<file path="src/rtl/segdac_pkg.sv">
package segdac_pkg;
  localparam int DefDataW = 8;
  localparam int DefSegBits = 3;

  typedef struct packed {
    logic clear;
    logic load;
  } segStrobe_t;
endpackage

</file>
<file path="src/rtl/segdac_ctrl.sv">
module segdac_ctrl
  import segdac_pkg::*;
(
  input  logic       rst,
  input  logic       latchEnN,
  output segStrobe_t strobe
);
  always_comb begin
    strobe.clear = rst;
    strobe.load  = !rst && !latchEnN;
  end
endmodule

</file>
<file path="src/rtl/segdac_datapath.sv">
module segdac_datapath
  import segdac_pkg::*;
#(
  parameter int DATA_W   = DefDataW,
  parameter int SEG_BITS = DefSegBits
) (
  input  logic                            clk,
  input  segStrobe_t                      strobe,
  input  logic [DATA_W-1:0]               dataIn,
  input  logic                            compIn,
  output logic [(1<<SEG_BITS)-2:0]        segOut,
  output logic [DATA_W-SEG_BITS-1:0]      binOut,
  output logic [DATA_W-1:0]               codeOut
);
  localparam int LOW_W = DATA_W - SEG_BITS;
  localparam int SEG_N = (1 << SEG_BITS) - 1;

  logic [DATA_W-1:0]   trueData;
  logic [SEG_BITS-1:0] topVal;
  logic [SEG_N-1:0]    segNext;
  logic [SEG_N-1:0]    segQ;
  logic [LOW_W-1:0]    binQ;
  logic [SEG_BITS-1:0] segCount;

  assign trueData = dataIn ^ {DATA_W{compIn}};
  assign topVal   = trueData[DATA_W-1:LOW_W];

  for (genvar i = 0; i < SEG_N; i++) begin : g_bar
    assign segNext[i] = (32'(topVal) > i);
  end

  always_ff @(posedge clk) begin
    if (strobe.clear) begin
      segQ <= '0;
      binQ <= '0;
    end else if (strobe.load) begin
      segQ <= segNext;
      binQ <= trueData[LOW_W-1:0];
    end
  end

  always_comb begin
    segCount = '0;
    for (int i = 0; i < SEG_N; i++) segCount = segCount + SEG_BITS'(segQ[i]);
  end

  assign segOut  = segQ;
  assign binOut  = binQ;
  assign codeOut = {segCount, binQ};

  assert_reset_zero_R10: assert property (@(posedge clk)
    strobe.clear |=> (segOut == '0) && (binOut == '0));

  assert_hold_stable_R6: assert property (@(posedge clk) disable iff (strobe.clear)
    !strobe.load |=> $stable(segOut) && $stable(binOut));

  assert_low_bits_R4: assert property (@(posedge clk) disable iff (strobe.clear)
    strobe.load |=> binOut == $past(dataIn[LOW_W-1:0] ^ {LOW_W{compIn}}));

  assert_code_follow_R2: assert property (@(posedge clk) disable iff (strobe.clear)
    strobe.load |=> codeOut == $past(dataIn ^ {DATA_W{compIn}}));

  assert_bar_shape_R3: assert property (@(posedge clk) disable iff (strobe.clear)
    ((segOut + SEG_N'(1)) & segOut) == '0);
endmodule

</file>
<file path="src/rtl/segdac_frontend.sv">
module segdac_frontend
  import segdac_pkg::*;
#(
  parameter int DATA_W   = DefDataW,
  parameter int SEG_BITS = DefSegBits
) (
  input  logic                       clk,
  input  logic                       rst,
  input  logic [DATA_W-1:0]          dataIn,
  input  logic                       compIn,
  input  logic                       latchEnN,
  output logic [(1<<SEG_BITS)-2:0]   segOut,
  output logic [DATA_W-SEG_BITS-1:0] binOut,
  output logic [DATA_W-1:0]          codeOut
);
  segStrobe_t strobe;

  segdac_ctrl u_ctrl (
    .rst      (rst),
    .latchEnN (latchEnN),
    .strobe   (strobe)
  );

  segdac_datapath #(.DATA_W(DATA_W), .SEG_BITS(SEG_BITS)) u_dp (
    .clk     (clk),
    .strobe  (strobe),
    .dataIn  (dataIn),
    .compIn  (compIn),
    .segOut  (segOut),
    .binOut  (binOut),
    .codeOut (codeOut)
  );
endmodule

</file>
<file path="config.mk">
export PLATFORM = sky130hd
export DESIGN_NAME = segdac_frontend
export DESIGN_NICKNAME = d
export VERILOG_FILES = /design/src/rtl/segdac_pkg.sv /design/src/rtl/segdac_ctrl.sv /design/src/rtl/segdac_datapath.sv /design/src/rtl/segdac_frontend.sv
export SDC_FILE = /design/constraint.sdc
export NUM_CORES = 1
export LEC_CHECK = 0
export BUFFER_PORTS_ARGS = -buffer_cell sky130_fd_sc_hd__buf_4
export CAP_MARGIN = 20
export CORE_MARGIN = 8
export CORE_UTILIZATION = 45
export DETAILED_ROUTE_END_ITERATION = 7
export PLACE_DENSITY = 0.87
export SYNTH_ARGS = -nofsm -noshare
export SYNTH_HDL_FRONTEND = slang
export SYNTH_SLANG_ARGS = --single-unit
</file>
<file path="constraint.sdc">
create_clock -name clk -period 3.3 [get_ports clk]
set_input_delay 0.66 -clock clk [delete_from_list [all_inputs] [get_ports clk]]
set_output_delay 0.66 -clock clk [all_outputs]
set_load 0.005 [all_outputs]
</file>
==> insert_results.sql <==
INSERT INTO impl_metrics (metric_group, metric, value, unit) VALUES
('sta', 'final_period_minus_worst_setup_slack', '3.36', 'ns'),
('setup_path', 'cp-end-kind', 'output port', ''),
('power_and_ir_drop', 'pwr-share-clk', '0.283', ''),
('power_and_ir_drop', 'intPower', '0.000294', 'W'),
('job', 'drv_cap', '0', ''),
('layout', 'diodes', '0', ''),
('sta', 'worst_slack_setup_final', '-0.0571', 'ns'),
('layout', 'mostFrequentLayoutCells', '33 x sky130_fd_sc_hd__buf_4, 11 x sky130_fd_sc_hd__inv_1, 10 x sky130_fd_sc_hd__dfxtp_1', ''),
('logic_synthesis', 'synth-compound-area-share', '0.0805', ''),
('layout', 'nNetsFinal', '128', ''),
('logic_synthesis', 'synth-main-ff-cell', 'sky130_fd_sc_hd__dfxtp_1', ''),
('drt', 'drt_initial_violations', '16', ''),
('sta', 'hold_slack', '0.500', 'ns'),
('logic_synthesis', 'synth_seq_cells', '12', ''),
('power_and_ir_drop', 'p_sw_frac', '0.280', ''),
('setup_path', 'critical_path_required', '2.64', 'ns'),
('setup_path', 'ff2ff_setup_slack', '2.48', 'ns'),
('place', 'finalWeightedCongestion', '0.779', ''),
('power_and_ir_drop', 'pwr-share-comb', '0.314', ''),
('logic_synthesis', 'synth_xor_area_frac', '0.0923', ''),
('place', 'dpl_worst_slack', '0.167', 'ns'),
('logic_synthesis', 'synthesis.area', '746', 'µm²'),
('setup_path', 'critical_path_source_type', 'flop', ''),
('global_routing', 'grt_pass1_vias', '633', ''),
('floorplan', 'design.die.area', '0.00322', 'mm²'),
('status', 'failed_checks', 'negative setup slack', ''),
('global_routing', 'grt_overflow', '0', ''),
('logic_synthesis', 'synthesis.instances', '81', ''),
('cts', 'clk_root_buffer_cell', 'sky130_fd_sc_hd__clkbuf_4', ''),
('drt', 'firstDrtPassIters', '4', ''),
('cts', 'cts.sinks', '12', ''),
('global_routing', 'globalRouteTotalUtil', '0.106', ''),
('power_and_ir_drop', 'max-vdd-ir-drop', '0.247', 'mV'),
('sta', 'min_period_over_period', '1.02', ''),
('layout', 'mostFrequentLayoutCell', 'sky130_fd_sc_hd__buf_4', ''),
('logic_synthesis', 'synthSimpleGateAreaFrac', '0.168', ''),
('floorplan', 'fp.coreArea', '0.00152', 'mm²'),
('logic_synthesis', 'synth_enable_flop_cells', '0', ''),
('layout', 'stdcell_count', '125', ''),
('place', 'place_hpwl', '1390', 'µm'),
('global_routing', 'initial_antenna_violation_count', '0', ''),
('sta', 'clock-skew-final', '0', 'ns'),
('setup_path', 'critPathArrivalTime', '2.70', 'ns'),
('cts', 'numCtsBuffers', '3', ''),
('power_and_ir_drop', 'power.static_leakage', '0.497', 'nW'),
('status', 'outcome', 'finished with violations', ''),
('sta', 'report.final.setup_viol', '2', ''),
('min_path', 'worst_hold_path_type', 'reg2reg', ''),
('global_routing', 'grt_pass1_wl', '2880', 'µm'),
('sta', 'worst_slew_pin_slew', '0.305', 'ns'),
('drt', 'detail_route.vias_per_cell', '5.02', ''),
('sta', 'report.final.slew_viol_count', '0', ''),
('drt', 'routed_wl', '1700', 'µm'),
('logic_synthesis', 'muxShareOfSynthArea', '0.0671', ''),
('logic_synthesis', 'seq_area_frac_synth', '0.322', ''),
('drt', 'routed_wire_length_per_instance', '13.6', 'µm'),
('floorplan', 'std_cell_rows', '14', ''),
('drt', 'via_count', '627', ''),
('sta', 'slew-limit-headroom', '0.797', ''),
('floorplan', 'die_h', '56.7', 'µm'),
('layout', 'synthToLayoutAreaGrowth', '34.4', '%'),
('logic_synthesis', 'synth-warning-count', '0', ''),
('logic_synthesis', 'syn_area_per_cell', '9.21', 'µm²'),
('sta', 'final-hold-violation-count', '0', ''),
('place', 'port_buffer_cells', '31', ''),
('power_and_ir_drop', 'powerDensity', '407', 'mW/mm²'),
('setup_path', 'timing.setup.critical_path_class', 'reg2out', ''),
('power_and_ir_drop', 'sequentialPowerShare', '0.403', ''),
('cts', 'worstSkewPairLatency', '0.27', 'ns'),
('layout', 'finalCoreUtilization', '0.658', ''),
('drt', 'drc_violations_left', '0', '');
[cell type report]
type	count	area, µm²
fill	122	522
multi-input combinational	49	414
timing repair buffer	33	248
sequential	12	243
inverter	11	41.3
clock buffer	4	36.3
tap	16	20.0
[kinds of logic (layout without fill, tap and decap cells)]
group	count (synthesis)	in the layout
xor gates and xnor gates	7	7
AOI/OAI and AO/OA	7	7
adders and majority gates	6	6
buffers and inverters	20	48
DFF	12	12
and+or+nand+nor	24	24
muxes	5	5
[flip-flops by register name, indices dropped and copies added, names as in the netlist]
name and cells:
u_dp.binOut 5, u_dp.segOut 7
[metrics by stage]
step / total power, W / cell area, µm²
final: 0.000408 / 1000
after global routing: 0.000434 / 1000
after CTS: 0.000414 / 1000
after detailed placement: 0.000294 / 936
after global placement: 0.000287 / 936
after floorplan: 0.000234 / 746
[critical path, stage by stage (launching register included)]
cell and delay, ns:
sky130_fd_sc_hd__dfxtp_2 0.34, sky130_fd_sc_hd__ha_4 0.25, sky130_fd_sc_hd__inv_1 0.04, sky130_fd_sc_hd__fa_1 0.49, sky130_fd_sc_hd__fa_1 0.41, sky130_fd_sc_hd__inv_1 0.07, sky130_fd_sc_hd__ha_1 0.13, sky130_fd_sc_hd__inv_1 0.05
sky130_fd_sc_hd__fa_1 0.48, sky130_fd_sc_hd__inv_1 0.04, sky130_fd_sc_hd__buf_4 0.12
[metal layers]
| metal | vias up | track usage | part of all wire |
|---|---|---|---|
| li1 | 312 | - | - |
| met1 | 293 | 0.114 | 0.40 |
| met2 | 20 | 0.188 | 0.53 |
| met3 | 2 | 0.0247 | 0.052 |
| met4 | 0 | 0.0515 | 0.014 |
| met5 | - | 0 | 0 |
[path summary, 6_finish.rpt]
kind | endpoint | startpoint | cells after the start
max | codeOut[6] | u_dp.segOut[1] | 10
max reg2reg | u_dp.segOut[0] | u_dp.segOut[0] | 3
min reg2reg | u_dp.segOut[4] | u_dp.segOut[4] | 2
min | u_dp.segOut[4] | u_dp.segOut[4] | 2
[cell usage after synthesis, types with 3 or more instances]
master                    count  area share
sky130_fd_sc_hd__dfxtp_1     12        0.32
sky130_fd_sc_hd__inv_1       11       0.055
sky130_fd_sc_hd__nor2_1       7       0.035
sky130_fd_sc_hd__buf_4        5       0.050
sky130_fd_sc_hd__mux2i_1      5       0.067
sky130_fd_sc_hd__nand2_1      5       0.025
sky130_fd_sc_hd__xor2_1       5       0.059
sky130_fd_sc_hd__fa_1         3       0.081
sky130_fd_sc_hd__ha_1         3       0.050
sky130_fd_sc_hd__nor3_1       3       0.020
[what timing repair did]
| item | CTS | global route |
|---|---|---|
| setup endpoints to repair | 2 | 2 |
| pin swaps | 1 | 0 |
| hold buffers | 0 | 0 |
| resized for setup | 3 | 0 |
| buffers inserted | 2 | 0 |
[power groups by stage]
stage	logic (W)	clock network [W]	registers, W
5_1_grt	0.000143	0.000126	0.000166
4_1_cts	0.000131	0.000119	0.000164
6_report	0.000128	0.000115	0.000164
3_5_place_dp	0.000127	0	0.000167
3_3_place_gp	0.000121	0	0.000166
2_1_floorplan	0.0000672	0	0.000167
No activity file was read; power rests on OpenSTA's default activity.
